### config.mk
export PLATFORM = sky130hd
export DESIGN_NAME = ddr_frame_tx
export DESIGN_NICKNAME = d
export VERILOG_FILES = /design/src/rtl/ddr_frame_tx_pkg.sv /design/src/rtl/ddr_frame_tx_crc8.sv /design/src/rtl/ddr_frame_tx_clkdiv.sv /design/src/rtl/ddr_frame_tx_seq.sv /design/src/rtl/ddr_frame_tx.sv
export SDC_FILE = /design/constraint.sdc
export NUM_CORES = 1
export LEC_CHECK = 0
export ABC_AREA = 1
export BUFFER_PORTS_ARGS = -buffer_cell sky130_fd_sc_hd__buf_2
export CAP_MARGIN = 25
export CORE_ASPECT_RATIO = 0.6
export CORE_MARGIN = 2
export CORE_UTILIZATION = 40
export DETAILED_ROUTE_END_ITERATION = 6
export PLACE_DENSITY = 0.67
export SETUP_SLACK_MARGIN = 0.3
export SLEW_MARGIN = 20
export SYNTH_ARGS = -nofsm -noshare
export SYNTH_HDL_FRONTEND = slang
export SYNTH_HIERARCHICAL = 1
export SYNTH_SLANG_ARGS = --single-unit
export TNS_END_PERCENT = 20
### constraint.sdc
create_clock -name clk -period 2.77 [get_ports clk]
set_input_delay 0.277 -clock clk [delete_from_list [all_inputs] [get_ports clk]]
set_output_delay 0.277 -clock clk [all_outputs]
set_load 0.02 [all_outputs]
### src/rtl/ddr_frame_tx_pkg.sv
// Shared types and constants for the DDR frame transmitter.
// Assumes field lengths are even so two-lane payload steps never straddle a field.
package ddr_frame_tx_pkg;

    typedef enum logic [3:0] {
        FLD_IDLE, FLD_PRE, FLD_SOF, FLD_TYPE, FLD_USER, FLD_WORD,
        FLD_CRC, FLD_TAG, FLD_EOF, FLD_POST, FLD_END
    } field_e;

    localparam logic [3:0] PRE_CODE  = 4'b1111;
    localparam logic [3:0] SOF_CODE  = 4'b1001;
    localparam logic [3:0] EOF_CODE  = 4'b0110;
    localparam logic [3:0] POST_CODE = 4'b1111;
    localparam logic [7:0] CRC_POLY  = 8'h07;

    // True for fields that may be split across two lanes.
    function automatic logic is_payload(input field_e f);
        return (f == FLD_USER) || (f == FLD_WORD) || (f == FLD_CRC);
    endfunction

    // Bit length of one field (one word for FLD_WORD).
    function automatic logic [4:0] field_len(input field_e f);
        case (f)
            FLD_USER, FLD_CRC: return 5'd8;
            FLD_WORD:          return 5'd16;
            default:           return 5'd4;
        endcase
    endfunction

endpackage

### src/rtl/ddr_frame_tx_crc8.sv
// Combinational CRC-8 step over one or two MSB-first bits.
// Assumes bit_a precedes bit_b in the stream.
module ddr_frame_tx_crc8
    import ddr_frame_tx_pkg::*;
(
    input  logic [7:0] crc_in,
    input  logic       bit_a,
    input  logic       bit_b,
    input  logic       use_b,
    output logic [7:0] crc_out
);

    function automatic logic [7:0] step(input logic [7:0] c, input logic b);
        logic fb;
        fb = c[7] ^ b;
        return {c[6:0], 1'b0} ^ (fb ? CRC_POLY : 8'h00);
    endfunction

    logic [7:0] after_a;

    // Fold in the first bit, then optionally the second.
    always_comb begin
        after_a = step(crc_in, bit_a);
        crc_out = use_b ? step(after_a, bit_b) : after_a;
    end

endmodule

### src/rtl/ddr_frame_tx_clkdiv.sv
// Beat tick generator: pulses tick once every `half` cycles while running.
// Assumes half >= 1 (0 is treated as 1); restart realigns the count.
module ddr_frame_tx_clkdiv #(
    parameter int HALF_W = 8
) (
    input  logic              clk,
    input  logic              rst_n,
    input  logic              run,
    input  logic              restart,
    input  logic [HALF_W-1:0] half,
    output logic              tick
);

    logic [HALF_W-1:0] cnt_q;
    logic [HALF_W-1:0] limit;

    // Terminal count for one half-period.
    always_comb begin
        limit = (half == '0) ? '0 : half - HALF_W'(1);
        tick  = run && (cnt_q == limit);
    end

    // Half-period counter.
    always_ff @(posedge clk) begin
        if (!rst_n || restart || !run || tick) cnt_q <= '0;
        else                                   cnt_q <= cnt_q + HALF_W'(1);
    end

endmodule

### src/rtl/ddr_frame_tx_seq.sv
// Field sequencer: walks the frame fields, drives both lanes one beat at a
// time and accumulates the CRC over the payload as it is sent.
// Assumes tick arrives only while busy and nwords <= buffer depth.
module ddr_frame_tx_seq
    import ddr_frame_tx_pkg::*;
#(
    parameter int CNT_W  = 5,
    parameter int ADDR_W = 4
) (
    input  logic              clk,
    input  logic              rst_n,
    input  logic              accept,
    input  logic              tick,
    input  logic              two_lane,
    input  logic [3:0]        ftype,
    input  logic [7:0]        user,
    input  logic [3:0]        tag,
    input  logic [CNT_W-1:0]  nwords,
    input  logic [15:0]       rd_word,
    output logic [ADDR_W-1:0] rd_addr,
    output logic              beat,
    output logic              busy,
    output logic              done,
    output logic              lane0,
    output logic              lane1
);

    field_e            field_q, nxt_field;
    logic [4:0]        idx_q, nxt_idx, sum_idx, step;
    logic [ADDR_W-1:0] widx_q, nxt_widx;
    logic [7:0]        crc_q, crc_nx, user_q;
    logic [3:0]        type_q, tag_q;
    logic [CNT_W-1:0]  n_q;
    logic              two_q, pay, bit_a, bit_b, emit, finish;

    // Bit i (MSB first) of the current field.
    function automatic logic pick(input field_e f, input logic [4:0] i);
        case (f)
            FLD_PRE:  return PRE_CODE[2'd3 - i[1:0]];
            FLD_SOF:  return SOF_CODE[2'd3 - i[1:0]];
            FLD_TYPE: return type_q[2'd3 - i[1:0]];
            FLD_USER: return user_q[3'd7 - i[2:0]];
            FLD_WORD: return rd_word[4'd15 - i[3:0]];
            FLD_CRC:  return crc_q[3'd7 - i[2:0]];
            FLD_TAG:  return tag_q[2'd3 - i[1:0]];
            FLD_EOF:  return EOF_CODE[2'd3 - i[1:0]];
            FLD_POST: return POST_CODE[2'd3 - i[1:0]];
            default:  return 1'b1;
        endcase
    endfunction

    assign rd_addr = widx_q;

    ddr_frame_tx_crc8 u_crc (
        .crc_in (crc_q),
        .bit_a  (bit_a),
        .bit_b  (bit_b),
        .use_b  (two_q),
        .crc_out(crc_nx)
    );

    // Current beat bits, step size and the position after this beat.
    always_comb begin
        pay      = is_payload(field_q);
        step     = (two_q && pay) ? 5'd2 : 5'd1;
        bit_a    = pick(field_q, idx_q);
        bit_b    = pick(field_q, idx_q + 5'd1);
        emit     = tick && busy && (field_q != FLD_END);
        finish   = tick && busy && (field_q == FLD_END);
        beat     = accept || emit;
        sum_idx  = idx_q + step;
        nxt_field = field_q;
        nxt_idx   = sum_idx;
        nxt_widx  = widx_q;
        if (sum_idx == field_len(field_q)) begin
            nxt_idx = '0;
            case (field_q)
                FLD_PRE:  nxt_field = FLD_SOF;
                FLD_SOF:  nxt_field = FLD_TYPE;
                FLD_TYPE: nxt_field = FLD_USER;
                FLD_USER: nxt_field = (n_q == '0) ? FLD_CRC : FLD_WORD;
                FLD_WORD: begin
                    if (CNT_W'(widx_q) + CNT_W'(1) == n_q) nxt_field = FLD_CRC;
                    else nxt_widx = widx_q + ADDR_W'(1);
                end
                FLD_CRC:  nxt_field = FLD_TAG;
                FLD_TAG:  nxt_field = FLD_EOF;
                FLD_EOF:  nxt_field = FLD_POST;
                FLD_POST: nxt_field = FLD_END;
                default:  nxt_field = FLD_END;
            endcase
        end
    end

    // Frame state, captured parameters and lane outputs.
    always_ff @(posedge clk) begin
        if (!rst_n) begin
            field_q <= FLD_IDLE;
            idx_q   <= '0;
            widx_q  <= '0;
            crc_q   <= '0;
            two_q   <= 1'b0;
            type_q  <= '0;
            user_q  <= '0;
            tag_q   <= '0;
            n_q     <= '0;
            lane0   <= 1'b1;
            lane1   <= 1'b1;
            busy    <= 1'b0;
            done    <= 1'b0;
        end else begin
            done <= finish;
            if (accept) begin
                // Beat 0 is the first preamble bit (a 1 on both lanes).
                two_q   <= two_lane;
                type_q  <= ftype;
                user_q  <= user;
                tag_q   <= tag;
                n_q     <= nwords;
                field_q <= FLD_PRE;
                idx_q   <= 5'd1;
                widx_q  <= '0;
                crc_q   <= '0;
                lane0   <= 1'b1;
                lane1   <= 1'b1;
                busy    <= 1'b1;
            end else if (emit) begin
                lane0 <= bit_a;
                lane1 <= !two_q ? 1'b1 : (pay ? bit_b : bit_a);
                if (field_q == FLD_USER || field_q == FLD_WORD) crc_q <= crc_nx;
                field_q <= nxt_field;
                idx_q   <= nxt_idx;
                widx_q  <= nxt_widx;
            end else if (finish) begin
                busy    <= 1'b0;
                field_q <= FLD_IDLE;
                lane0   <= 1'b1;
                lane1   <= 1'b1;
            end
        end
    end

endmodule

### src/rtl/ddr_frame_tx.sv
// Top of the DDR frame transmitter: word buffer, start capture, forwarded
// clock register and the beat/sequencer pair.
// Assumes words are loaded while idle and word_count <= MAX_WORDS.
module ddr_frame_tx #(
    parameter  int MAX_WORDS = 16,
    parameter  int HALF_W    = 8,
    localparam int CNT_W     = $clog2(MAX_WORDS + 1),
    localparam int ADDR_W    = $clog2(MAX_WORDS)
) (
    input  logic              clk,
    input  logic              rst_n,
    input  logic              cfg_two_lane,
    input  logic [HALF_W-1:0] cfg_half,
    input  logic              load_en,
    input  logic [ADDR_W-1:0] load_addr,
    input  logic [15:0]       load_data,
    input  logic              start,
    input  logic [3:0]        frame_type,
    input  logic [7:0]        user_data,
    input  logic [3:0]        frame_tag,
    input  logic [CNT_W-1:0]  word_count,
    output logic              tx_clk,
    output logic              tx_lane0,
    output logic              tx_lane1,
    output logic              busy,
    output logic              done
);

    logic [15:0]       buf_q [MAX_WORDS];
    logic [ADDR_W-1:0] rd_addr;
    logic [HALF_W-1:0] half_q;
    logic              accept, tick, beat;

    assign accept = start && !busy;

    // Word buffer; writes are dropped while a frame is running.
    always_ff @(posedge clk) begin
        if (load_en && !busy) buf_q[load_addr] <= load_data;
    end

    // Half-period capture and forwarded clock (toggles once per beat).
    always_ff @(posedge clk) begin
        if (!rst_n) begin
            half_q <= HALF_W'(1);
            tx_clk <= 1'b1;
        end else begin
            if (accept) half_q <= cfg_half;
            if (beat)   tx_clk <= !tx_clk;
        end
    end

    ddr_frame_tx_clkdiv #(.HALF_W(HALF_W)) u_div (
        .clk    (clk),
        .rst_n  (rst_n),
        .run    (busy),
        .restart(accept),
        .half   (half_q),
        .tick   (tick)
    );

    ddr_frame_tx_seq #(.CNT_W(CNT_W), .ADDR_W(ADDR_W)) u_seq (
        .clk     (clk),
        .rst_n   (rst_n),
        .accept  (accept),
        .tick    (tick),
        .two_lane(cfg_two_lane),
        .ftype   (frame_type),
        .user    (user_data),
        .tag     (frame_tag),
        .nwords  (word_count),
        .rd_word (buf_q[rd_addr]),
        .rd_addr (rd_addr),
        .beat    (beat),
        .busy    (busy),
        .done    (done),
        .lane0   (tx_lane0),
        .lane1   (tx_lane1)
    );

endmodule

Word-level counts from Yosys, hierarchy flattened

Memories as Yosys holds them, arrays and structs flattened. A register that Yosys moved wholly into a read port is not among the register bits.
Index checks and enable logic that the tools add are counted.

Flip-flop bits (word level): 64
Memory bits (writable): 256
Input port bits: 54
Output and inout bits: 5
Logic and storage cells: 154
Memories kept: 1

Memories:

| memory | depth | width | rd ports | clocked after Yosys merged registers in | wr ports | line               | source |
|---|---|---|---|---|---|---|---|
| buf_q  | 16    | 16    | 1        | 1                                       | 1        | ddr_frame_tx.sv:29 | `logic [15:0] buf_q [MAX_WORDS];` |

Add/subtract/negate cells: 12
$lt $le $gt $ge: 6
Eq/ne operators: 19
Multiplexer cells: 62
Bitwise logic cells: 6
Reductions and logical operators: 30

Operators with widths:

| operator                                                    | count |
|---|---|
| case mux 4 bit (8 select lines)                             | 1 |
| two-way mux 1 bit                                           | 29 |
| two-way mux 4 bit                                           | 6 |
| binary-select mux 1 bit (select 2 bit)                      | 10 |
| equality test 4 x 3 -> 1 bit (second input constant)        | 4 |
| two-way mux 8 bit                                           | 2 |
| case mux 1 bit (8 select lines)                             | 2 |
| XOR 8 x 3 -> 8 bit                                          | 2 |
| binary-select mux 1 bit (select 3 bit)                      | 4 |
| equality test 4 bit (second input constant)                 | 3 |
| equality test 5 bit                                         | 2 |
| less-than comparator 4 x 5 -> 1 bit (second input constant) | 2 |
| case mux 5 bit (2 select lines)                             | 1 |
| adder 4 x 1 -> 4 bit (second input constant)                | 2 |
| adder 8 x 1 -> 8 bit (second input constant)                | 1 |
| binary-select mux 1 bit (select 4 bit)                      | 2 |
| equality test 4 x 2 -> 1 bit (second input constant)        | 2 |
| equality test 8 bit                                         | 1 |
| zero test 8 bit                                             | 1 |
| less-than comparator 3 x 4 -> 1 bit (second input constant) | 2 |
| inequality test 4 bit (second input constant)               | 2 |
| subtractor 4 bit (first input constant)                     | 2 |
| subtractor 8 x 1 -> 8 bit (second input constant)           | 1 |
| logical AND 1 bit                                           | 7 |
| 22 further kinds                                            | 44 |

Longest topological paths before layout

Gate-level depths: netlist of the first run.

Word-level depth: 11
Gate-level depth with buffers: 28
Depth with buffers taken out: 26

By module

Netlist of the first run, hierarchy kept.

By module, submodules not included:

| module              | instances | cells each | area an instance (um^2) | sequential area each (um^2) |
|---|---|---|---|---|
| ddr_frame_tx        | 1         | 1,098      | 11,364.6                | 7,867.5 |
| ddr_frame_tx_seq    | 1         | 535        | 3,185.6                 | 940.9 |
| ddr_frame_tx_clkdiv | 1         | 119        | 780.7                   | 160.2 |
| ddr_frame_tx_crc8   | 1         | 50         | 241.5                   | 0.0 |

Worst setup path after synthesis of the first run

OpenSTA, ideal clock, no wires.

Path type: reg2reg
From: register half_q[0]
To: register u_seq.widx_q[2], in the netlist u_seq/rd_addr[2]
Setup time: 0.116 ns
Arrival: 2.388 ns
Required time: 2.654 ns
Path slack: 0.266 ns
Stages on the path, launching flop included: 21
Buffers on the path: 1
Period minus slack after synthesis: 2.504 ns
Path through: dfxtp_1 > inv_2 > ha_1 > nand2_4 > nor2_4 > nand2_2 > buf_6 > nand3b_2 > nand2_1 > nor3_1 > nand2_1 > nor3_1 > nand2_1 > a21oi_4 > inv_2 > nor2_1 > nand2_1 > nor2_4 > inv_1 > nor2_1 > nor2_1

Word-level cells in the longest chain between the ends: 7
Elaborated cells between the ends (all ways): 8
Classes of those cells: 1 x add/sub; 1 x eq/ne; 1 x mux; 5 x reduce/logical

RTL lines:

| what                                                                | line                      | source |
|---|---|---|
| from (decl)                                                         | ddr_frame_tx.sv:31        | `logic [HALF_W-1:0] half_q;` |
| from (signal assigned)                                              | ddr_frame_tx.sv:47        | `if (accept) half_q <= cfg_half;` |
| subtractor 8 x 1 -> 8 bit / zero test 8 bit (equally long branches) | ddr_frame_tx_clkdiv.sv:19 | `limit = (half == '0) ? '0 : half - HALF_W'(1);` |
| two-way mux 8 bit (*)                                               | ddr_frame_tx_clkdiv.sv:19 |  |
| equality test 8 bit (*)                                             | ddr_frame_tx_clkdiv.sv:20 | `tick = run && (cnt_q == limit);` |
| logical AND 1 bit (*)                                               | ddr_frame_tx_clkdiv.sv:20 |  |
| via tick                                                            | ddr_frame_tx.sv:32        | `logic accept, tick, beat;` |
| logical AND 1 bit (*) (2 in series)                                 | ddr_frame_tx_seq.sv:68    | `emit = tick && busy && (field_q != FLD_END);` |
| AND reduction 4 bit (no line) (*)                                   | n/a                       |  |
| to (signal assigned)                                                | ddr_frame_tx_seq.sv:133   | `widx_q <= nxt_widx;` |
| to (decl)                                                           | ddr_frame_tx_seq.sv:30    | `logic [ADDR_W-1:0] widx_q, nxt_widx;` |

The timed path passes the listed nets; every way through them passes the cells marked *.
A chain may end at the register's enable or synchronous reset.

==> results of run 1 <==
-- power by group --
part / internal (mW) / switching [mW]
sequential: 5.26 / 0.0428
combinational: 0.246 / 0.456
clock: 2.57 / 1.97
-- cells by family after synthesis --
family	Yosys count
simple gates	976
flops	320
buf+inv	372
xor+xnor	19
fa+ha+maj	7
compound gates	108
-- area by class of cell --
| type | count | area [um^2] | share of cell area, % |
|---|---|---|---|
| Inverter | 294 | 1120 | 5.77 |
| Tap cell | 513 | 642 | 3.30 |
| Clock buffer | 36 | 837 | 4.30 |
| Timing Repair Buffer | 184 | 1880 | 9.67 |
| Sequential cell | 320 | 8980 | 46.2 |
| Clock inverter | 22 | 249 | 1.28 |
| Multi-Input combinational cell | 1112 | 5740 | 29.5 |
-- registers in the layout, summed over array words and instances, names as in the netlist, 4 cells and up --
name,cells
buf_q,256
u_seq/idx_q,5
u_seq/crc_q,8
u_seq/type_q,4
u_div/cnt_q,8
u_seq/tag_q,4
u_seq/n_q,5
u_seq/user_q,8
u_seq/field_q,4
u_seq/rd_addr,4
half_q,8
-- placed cells by master (no fill, tap or decap), types with 7 or more instances in the layout --
cell,instances
dlygate4sd3_1,25
nand2_1,490
nor2_2,36
clkbuf_16,39
nand3_1,228
a21oi_1,37
dfxtp_1,58
o21ai_0,43
buf_16,9
buf_2,58
clkinvlp_4,7
o21ai_1,9
buf_4,58
nand3_2,53
edfxtp_1,256
nand2_2,49
buf_12,22
inv_1,268
nand2_4,15
nor2_1,78
xor2_1,11
inv_2,23
-- routing by layer --
metal	vias to the layer above	routed length, um	part of all wire (%)	GRT usage (%)
met5	-	0	0	0
li1	6083	-	-	-
met1	6152	20200	45	31.7
met4	0	1180	2.7	6.47
met2	596	19200	43	32.4
met3	84	3860	8.7	3.05
-- critical path, stage by stage (launching register included) --
cell       delay (ns)
dfxtp_4          0.42
clkinv_8         0.14
buf_12           0.17
clkbuf_16        0.16
nand2_2          0.06
nand3_2          0.07
nand3_2          0.08
nand3_1          0.09
nand2_2          0.11
inv_2            0.04
nand2_1          0.06
nand3_1          0.07
nand2_1          0.09
nand2_1          0.05
nand2_1          0.05
nand2_1          0.05
nand2_1          0.07
nand2_1          0.06
nand2_2          0.14
inv_2            0.07
nand2_4          0.10
nand2_4          0.09
o211ai_1         0.11
nand2_1          0.07
nor2_1           0.14
a211oi_2         0.05
-- worst paths after layout --
check,start,end,slack [ns]
worst max-delay path,u_seq/rd_addr[0],u_seq/crc_q[1],0.02
worst min-delay path,word_count[1],u_seq/n_q[1],0.02
worst max register to register,u_seq/rd_addr[0],u_seq/crc_q[1],0.02
worst min register to register,half_q[0],half_q[0],0.46
-- through the flow --
stage | setup WS [ns] | TNS [ns] | instance area, um^2 | std cells
after detailed placement | -0.200 | -0.927 | 16900 | 2369
after floorplan | 0.286 | 0 | 15600 | 1802
after CTS | 0.123 | 0 | 18700 | 2469
final | 0.0229 | 0 | 19500 | 2481
after global routing | -0.137 | -0.540 | 19500 | 2481
after global placement | -0.156 | -0.209 | 16900 | 2369
-- timing repair --
item                                    in CTS  in global routing
hold endpoints to repair                    25                  0
pin swaps                                   17                 39
buffers inserted                             9                  5
hold buffers                                25                  0
endpoints found under the setup margin      26                 26
gates resized for setup                     58                139
gates cloned                                 8                  7
==> results.sh, run 1 <==
export IMPL_synth_xor_area_share_pct=1.12
export IMPL_io_pins=59
export IMPL_ir_worst_vdd_mv=0.441
export IMPL_groute_usage_overall_pct=21.4
export IMPL_design_die_area_mm2=0.0406
export IMPL_drt_iter0_drc=1480
export IMPL_synth_simple_area_share_pct=27.1
export IMPL_outcome="completed"
export IMPL_max_freq_mhz=364
export IMPL_finalPower_mw=10.5
export IMPL_synth_adder_area_share_pct=0.611
export IMPL_grt_pass1_vias=12200
export IMPL_timing_hold_ws_ns=0.0155
export IMPL_grt_pass1_wl_um=67400
export IMPL_synth_top_family_by_area="simple AND/OR/NAND/NOR gates"
export IMPL_synthMuxAreaShare_pct=0
export IMPL_netlist_area_leader_share_pct=49.4
export IMPL_ys_warn_count=6
export IMPL_viasPerCell=5.21
export IMPL_nFillCells=3347
export IMPL_synthFlopType="edfxtp_1"
export IMPL_fin_util_pct=51.1
export IMPL_cts_htree_levels=1
export IMPL_start_kind="register"
export IMPL_gp_congestion=0.880
export IMPL_grt_max_degree=38
export IMPL_synth_area_mm2=0.0156
export IMPL_rsz0062_at_grt="true"
export IMPL_wl_per_cell_um=17.9
export IMPL_syn_inst=1802
export IMPL_yosys_register_bits=320
export IMPL_hpwlAfterDp_um=27000
export IMPL_dr_pass1_iters=6
export IMPL_min_period_ns=2.75
export IMPL_wirelength_um=44400
export IMPL_layout_nets=2004
export IMPL_maxCapViolCount=0
export IMPL_ff2ff_path_depth=25
export IMPL_cts_root_buffer_cell="clkbuf_16"
export IMPL_crit_fanout=7
export IMPL_tightest_slew_ns=0.590
export IMPL_synthTopCellsByCount="nand2_1, nand3_1, inv_1"
export IMPL_max_slew_margin_rel_pct=60.5
export IMPL_antenna_found_initial=0
export IMPL_hold_path_depth=3
export IMPL_arrival_ns=3.20
export IMPL_coreArea_mm2=0.0381
export IMPL_synth_edf_count=256
export IMPL_p_leak_nw=8.29
export IMPL_syn_nets=1863
export IMPL_async_flop_share_pct=0
export IMPL_drive_gt1_share_pct=21.8
export IMPL_die_w_um=259
export IMPL_finalSetupViolations=0
export IMPL_die_h_um=157
export IMPL_yosysMostFrequentCell="nand2_1"
export IMPL_insertedDiodeCount=0
export IMPL_synth_compound_area_share_pct=3.74
export IMPL_cts_buffer_depth=3
export IMPL_synth_area_per_cell_um2=8.64
export IMPL_clock_skew_ns=0.0155
export IMPL_ant_nets=0
export IMPL_row_count=55
export IMPL_cts_made_buffers=31
export IMPL_area_growth_synth_to_final_pct=24.9
export IMPL_synth_largest_area_cell="edfxtp_1"
export IMPL_synthTopCellsByArea="edfxtp_1, nand2_1, nand3_1, dfxtp_1, inv_1"
export IMPL_power_density_mw_per_mm2=542
export IMPL_hold_class="primary input to register"
export IMPL_cp_end_kind="register"
export IMPL_port_buffers=58
export IMPL_worst_setup_path_type="register to register"
export IMPL_initial_core_util_pct=40.9
export IMPL_finalHoldViolations=0
export IMPL_vias=12900
export IMPL_grt_overflow=0
export IMPL_post_route_drc_count=0
export IMPL_fin_crit_sh_pct=99.2
export IMPL_ys_seq_area_share_pct=57.6
export IMPL_clk_pin_slew_ns=0.07
export IMPL_yosysUniqueCellTypes=36
export IMPL_clock_sinks=320
export IMPL_cts_tree="built"
export IMPL_worstPathRequired_ns=3.22
export IMPL_clk_latency_ns=0.59
export IMPL_drv_slew=0
No activity file was read; power rests on OpenSTA's default activity.
==> run 2, diff against run 1 <==
==> constraint.sdc (replaced) <==
create_clock -name clk -period 2.77 [get_ports clk]
set_input_delay 0.277 -clock clk [delete_from_list [all_inputs] [get_ports clk]]
set_output_delay 0.277 -clock clk [all_outputs]
set_load 0.005 [all_outputs]
==> run 2 against run 1 <==
  * The run now ends with setup timing left
  * Sequential share of layout area is 1.7 points higher
  * Clock skew is 0.0010 ns lower
  * Hold slack improved by 0.0041 ns
  * Critical endpoint is now u_seq/crc_q[2]
==> results.sh, run 2 (synthesized netlist as in run 1, its figures left out) <==
export IMPL_top_register="buf_q"
export IMPL_fin_cells=2456
export IMPL_layout_nets=1980
export IMPL_grt_pass1_wl_um=64200
export IMPL_tightest_slew_ns=0.594
export IMPL_r2r_start="u_seq/rd_addr[0]"
export IMPL_cts_made_buffers=30
export IMPL_largest_reg_flops=256
export IMPL_drv_slew=0
export IMPL_cts_htree_levels=1
export IMPL_hold_class="primary input to register"
export IMPL_outcome="complete, but fails checks"
export IMPL_clock_skew_ns=0.0144
export IMPL_setup_slack_ns=-0.0168
export IMPL_insertedDiodeCount=0
export IMPL_initial_core_util_pct=40.9
export IMPL_pwr_share_seq_pct=50.0
export IMPL_clk_latency_ns=0.58
export IMPL_crit_fanout=8
export IMPL_cts_tree="built"
export IMPL_cts_buffer_depth=3
export IMPL_clock_sinks=320
export IMPL_rrSetupSlack_ns=-0.02
export IMPL_row_count=55
export IMPL_arrival_ns=3.22
export IMPL_io_pins=59
export IMPL_drt_iter0_drc=1338
export IMPL_clk_pin_slew_ns=0.07
export IMPL_multi_input_area_mm2=0.00543
export IMPL_timing_hold_ws_ns=0.0196
export IMPL_intPower_mw=8.21
export IMPL_clkPwrFrac_pct=43.9
export IMPL_groute_usage_overall_pct=20.2
export IMPL_wl_per_cell_um=17.2
export IMPL_endpoint="u_seq/crc_q[2]"
export IMPL_final_common_cell="nand2_1"
export IMPL_area_growth_synth_to_final_pct=20.3
export IMPL_max_slew_margin_rel_pct=60.3
export IMPL_finalPower_mw=10.6
export IMPL_worstPathRequired_ns=3.21
export IMPL_finalSetupViolations=1
export IMPL_vias=12500
export IMPL_die_h_um=157
export IMPL_port_buffers=58
export IMPL_gp_congestion=0.867
export IMPL_fin_crit_sh_pct=101
export IMPL_min_period_ns=2.79
export IMPL_maxCapViolCount=0
export IMPL_viasPerCell=5.10
export IMPL_p_leak_nw=8.05
export IMPL_ff2ff_path_depth=27
export IMPL_ir_worst_vdd_mv=0.429
export IMPL_max_freq_mhz=359
export IMPL_antenna_found_initial=0
export IMPL_seqCellArea_mm2=0.00898
export IMPL_start_kind="register"
export IMPL_crit_start="u_seq/rd_addr[0]"
export IMPL_nFillCells=3450
export IMPL_p_sw_mw=2.40
export IMPL_grt_pass1_vias=11700
export IMPL_rsz0062_at_grt="true"
export IMPL_die_w_um=259
export IMPL_slowest_stage="dfxtp_4"
export IMPL_cts_root_buffer_cell="clkbuf_16"
export IMPL_design_die_area_mm2=0.0406
export IMPL_r2r_end="u_seq/crc_q[2]"
export IMPL_p_sw_share_pct=22.6
export IMPL_grt_overflow=0
export IMPL_hpwlAfterDp_um=25900
export IMPL_max_stage_delay_ns=0.41
export IMPL_ant_nets=0
export IMPL_dp_slack_ns=-0.0669
export IMPL_power_density_mw_per_mm2=567
export IMPL_dr_pass1_iters=5
export IMPL_drive_gt1_share_pct=18.0
export IMPL_worst_setup_path_type="register to register"
export IMPL_post_route_drc_count=0
export IMPL_p_comb_share_pct=6.2
export IMPL_finalHoldViolations=0
export IMPL_cp_end_kind="register"
export IMPL_final_setup_tns_ns=-0.0168
export IMPL_dp_cells=2363
export IMPL_crit_top_cell="nand2_1"
export IMPL_violations="setup timing"
export IMPL_wirelength_um=42200
export IMPL_layout_common_cells="nand2_1, inv_1, edfxtp_1"
export IMPL_grt_max_degree=49
export IMPL_coreArea_mm2=0.0381
-- run 2: cell count changes in the layout (fill, tap and decap cells not counted), moves of 5 or more --
cell,delta
nand3_2,-18
nand2_4,-6
nand3_1,+22
nand2_1,+25
buf_12,-10
nand2_2,-19
buf_16,-5
-- run 2: through the flow --
stage / util, % / area, um^2
floorplan: - / 15600
global placement: 44.1 / 16800
detailed placement: 44.1 / 16800
CTS: 48.0 / 18300
global route: 49.2 / 18700
finish: 49.2 / 18700
-- run 2: worst max-delay path: cells and delay by family (launching register included) --
kind,cells,cell delay (ns)
flops,1,0.41
buf+inv,5,0.57
simple gates,20,1.49
compound gates,2,0.16
-- run 2: routing by layer --
metal | up-vias | wire, um | global-route usage, %
met5 | - | 0 | 0
met4 | 0 | 650 | 4.07
met3 | 59 | 4050 | 4.49
met2 | 577 | 18200 | 30.2
met1 | 5854 | 19300 | 29.9
li1 | 6026 | - | -
-- run 2: area by class of cell --
class	count	share of cell area, %
tap	513	3.43
sequential	320	47.9
timing repair buffer	162	7.77
clock inverter	23	1.74
clock buffer	33	4.18
inverter	294	5.98
multi-input combinational	1111	29.0
-- run 2: worst min path at each step --
stage,startpoint,end,depth (start not counted)
2_1_floorplan,rst_n,tx_clk,1
3_3_place_gp,u_seq/user_q[6],u_seq/user_q[6],2
3_5_place_dp,u_seq/user_q[6],u_seq/user_q[6],2
4_1_cts,user_data[3],u_seq/user_q[3],3
5_1_grt,cfg_two_lane,u_seq/two_q,3
6_report,user_data[3],u_seq/user_q[3],3
-- run 2: timing repair --
action	in CTS	in global routing
setup endpoints to repair	25	26
resized for setup	16	96
cloned	3	5
pin swaps	3	35
hold buffers	22	0
setup buffers	1	6
endpoints found under the hold margin	22	0
-- run 2: power by group through the flow --
stage / Sequential [mW] / Clock (mW) / Combinational, mW
2_1_floorplan: 5.41 / 0 / 0.363
5_1_grt: 5.32 / 4.91 / 0.721
6_report: 5.31 / 4.66 / 0.653
4_1_cts: 5.31 / 4.72 / 0.615
3_5_place_dp: 5.41 / 0 / 0.585
3_3_place_gp: 5.41 / 0 / 0.569
==> run 3, diff against run 2 <==
--- a/config.mk
+++ b/config.mk
@@ -10,9 +10,9 @@
 export CAP_MARGIN = 25
 export CORE_ASPECT_RATIO = 0.6
 export CORE_MARGIN = 2
-export CORE_UTILIZATION = 40
+export CORE_UTILIZATION = 45
 export DETAILED_ROUTE_END_ITERATION = 6
-export PLACE_DENSITY = 0.67
+export PLACE_DENSITY = 0.72
 export SETUP_SLACK_MARGIN = 0.3
 export SLEW_MARGIN = 20
 export SYNTH_ARGS = -nofsm -noshare
==> run 3 against run 2 <==
  * The run now ends clean
  * Utilization grew 6.2 points
  * Register-to-register slack gained 0.06 ns
  * First-iteration DRC count shrank 0.30%
  * Routed wire length shrank 0.37%
  * Via count grew 0.87%
  * Power shrank 3.1%
  * Critical path type unchanged
  * Critical endpoint is now u_seq/crc_q[1]
  * Highest routed layer is now met5
==> results.sh, run 3 (synthesized netlist as in run 1, its figures left out) <==
export IMPL_outcome="completed"
export IMPL_p_leak_nw=8.08
export IMPL_io_pins=59
export IMPL_p_sw_share_pct=22.8
export IMPL_finalSetupViolations=0
export IMPL_die_h_um=148
export IMPL_tightest_slew_ns=0.510
export IMPL_final_common_cell="nand2_1"
export IMPL_grt_pass1_wl_um=64300
export IMPL_fin_util_pct=55.5
export IMPL_die_w_um=244
export IMPL_dr_pass1_iters=5
export IMPL_wl_met2_um=18500
export IMPL_cts_root_buffer_cell="clkbuf_16"
export IMPL_cts_htree_levels=1
export IMPL_crit_fanout=11
export IMPL_design_die_area_mm2=0.0362
export IMPL_rsz0062_at_grt="true"
export IMPL_ant_nets=0
export IMPL_gp_congestion=0.875
export IMPL_top_layer_used="met5"
export IMPL_cts_buffer_depth=3
export IMPL_hpwlAfterDp_um=24300
export IMPL_cts_made_buffers=30
export IMPL_area_growth_synth_to_final_pct=20.8
export IMPL_power_density_mw_per_mm2=547
export IMPL_max_slew_margin_rel_pct=66.0
export IMPL_grt_pass1_vias=11900
export IMPL_clock_skew_ns=0.0320
export IMPL_cts_tree="built"
export IMPL_grt_max_degree=36
export IMPL_post_route_drc_count=0
export IMPL_ir_worst_vdd_mv=0.507
export IMPL_hold_path_depth=3
export IMPL_port_buffers=58
export IMPL_r2r_end="u_seq/crc_q[1]"
export IMPL_seqCellArea_mm2=0.00898
export IMPL_layout_common_cells="nand2_1, inv_1, edfxtp_1"
export IMPL_pwr_share_seq_pct=51.6
export IMPL_min_period_ns=2.73
export IMPL_viasPerCell=5.26
export IMPL_nFillCells=2843
export IMPL_arrival_ns=3.20
export IMPL_fin_cells=2402
export IMPL_p_sw_mw=2.34
export IMPL_start_kind="register"
export IMPL_antenna_found_initial=1
export IMPL_hp_start="frame_type[1]"
export IMPL_drv_slew=0
export IMPL_finalHoldViolations=0
export IMPL_hold_class="primary input to register"
export IMPL_intPower_mw=7.94
export IMPL_rrSetupSlack_ns=0.04
export IMPL_wl_per_cell_um=17.5
export IMPL_worstPathRequired_ns=3.24
export IMPL_largest_reg_flops=256
export IMPL_wl_met3_um=4380
export IMPL_dp_cells=2296
export IMPL_r2r_start="u_seq/rd_addr[0]"
export IMPL_worst_setup_path_type="register to register"
export IMPL_clkPwrFrac_pct=42.1
export IMPL_met1Wirelength_um=18300
export IMPL_hold_path_end="u_seq/type_q[1]"
export IMPL_coreArea_mm2=0.0339
export IMPL_clk_latency_ns=0.59
export IMPL_groute_usage_overall_pct=22.6
export IMPL_crit_start="u_seq/rd_addr[0]"
export IMPL_max_freq_mhz=367
export IMPL_ff2ff_path_depth=26
export IMPL_grt_overflow=0
export IMPL_row_count=52
export IMPL_p_comb_share_pct=6.3
export IMPL_insertedDiodeCount=0
export IMPL_drt_iter0_drc=1334
export IMPL_fin_crit_sh_pct=98.5
export IMPL_drive_gt1_share_pct=17.9
export IMPL_cp_end_kind="register"
export IMPL_clock_sinks=320
export IMPL_vias=12600
export IMPL_maxCapViolCount=0
export IMPL_wirelength_um=42100
export IMPL_clk_pin_slew_ns=0.07
export IMPL_top_register="buf_q"
export IMPL_initial_core_util_pct=45.9
export IMPL_layout_nets=1981
export IMPL_multi_input_area_mm2=0.00541
==> run 3: critical path, cell delays in order (launching register included) <==
cell	delay (ns)
dfxtp_4	0.42
clkinv_8	0.11
buf_12	0.15
buf_16	0.14
nand2_1	0.06
nand2_1	0.05
nand2_1	0.05
nand3_1	0.08
nand3_1	0.11
nand2_1	0.09
inv_2	0.08
nand2_1	0.08
nand3_2	0.10
nand3_2	0.07
nand3_1	0.08
nand2_1	0.07
nand2_2	0.08
nand3_4	0.09
inv_2	0.06
nand2_1	0.04
nand2_1	0.09
nand2_2	0.06
o21ai_1	0.08
nand2_1	0.06
nand2_1	0.06
nor2_1	0.04
a211oi_1	0.22
==> run 3: worst max-delay path by stage <==
stage	to	depth (start not counted)
2_1_floorplan	u_seq/rd_addr[2]	20
3_3_place_gp	u_seq/crc_q[6]	16
3_5_place_dp	u_seq/crc_q[6]	16
4_1_cts	u_seq/crc_q[2]	27
5_1_grt	u_seq/crc_q[2]	28
6_report	u_seq/crc_q[1]	26
==> run 3: per-stage QoR <==
| step | area [um^2] | setup TNS, ns | setup slack, ns | total power [mW] | hold slack (ns) |
|---|---|---|---|---|---|
| 3_3_place_gp | 16600 | 0 | 0.0498 | 5.97 | 0.461 |
| 3_5_place_dp | 16600 | 0 | 0.0125 | 5.99 | 0.464 |
| 4_1_cts | 18400 | 0 | 0.0867 | 10.3 | 0.00713 |
| 6_report | 18800 | 0 | 0.0422 | 10.3 | 0.0247 |
| 2_1_floorplan | 15600 | 0 | 0.314 | 5.77 | 0.346 |
| 5_1_grt | 18800 | -0.501 | -0.119 | 10.6 | 0.0445 |
==> run 3: cell type report <==
| cell class | instances | area share [%] |
|---|---|---|
| clock buffers | 32 | 4.03 |
| flip-flops and latches | 320 | 47.7 |
| multi-input cells | 1111 | 28.8 |
| inverters | 294 | 5.99 |
| well taps | 459 | 3.05 |
| repair buffers | 163 | 9.01 |
| clock inverters | 23 | 1.40 |
==> run 3: metal layers <==
metal | vias up | GRT usage (%)
met5 | - | 0
met4 | 2 | 5.18
met3 | 81 | 4.35
met2 | 607 | 34.9
met1 | 5907 | 33.3
li1 | 6028 | -
==> run 3: power groups by stage <==
stage	combinational, mW	sequential (mW)	clock, mW
final	0.645	5.31	4.33
after global routing	0.714	5.32	4.59
after detailed placement	0.578	5.41	0
after CTS	0.612	5.31	4.39
after global placement	0.556	5.41	0
after floorplan	0.363	5.41	0
==> run 3: repair_timing <==
| action | in CTS | in global routing |
|---|---|---|
| endpoints found under the setup margin | 25 | 26 |
| endpoints found under the hold margin | 21 | 0 |
| buffers inserted | 11 | 3 |
| gates resized for setup | 39 | 82 |
| pin swaps | 7 | 49 |
| gates cloned | 10 | 6 |
| hold buffers | 21 | 0 |
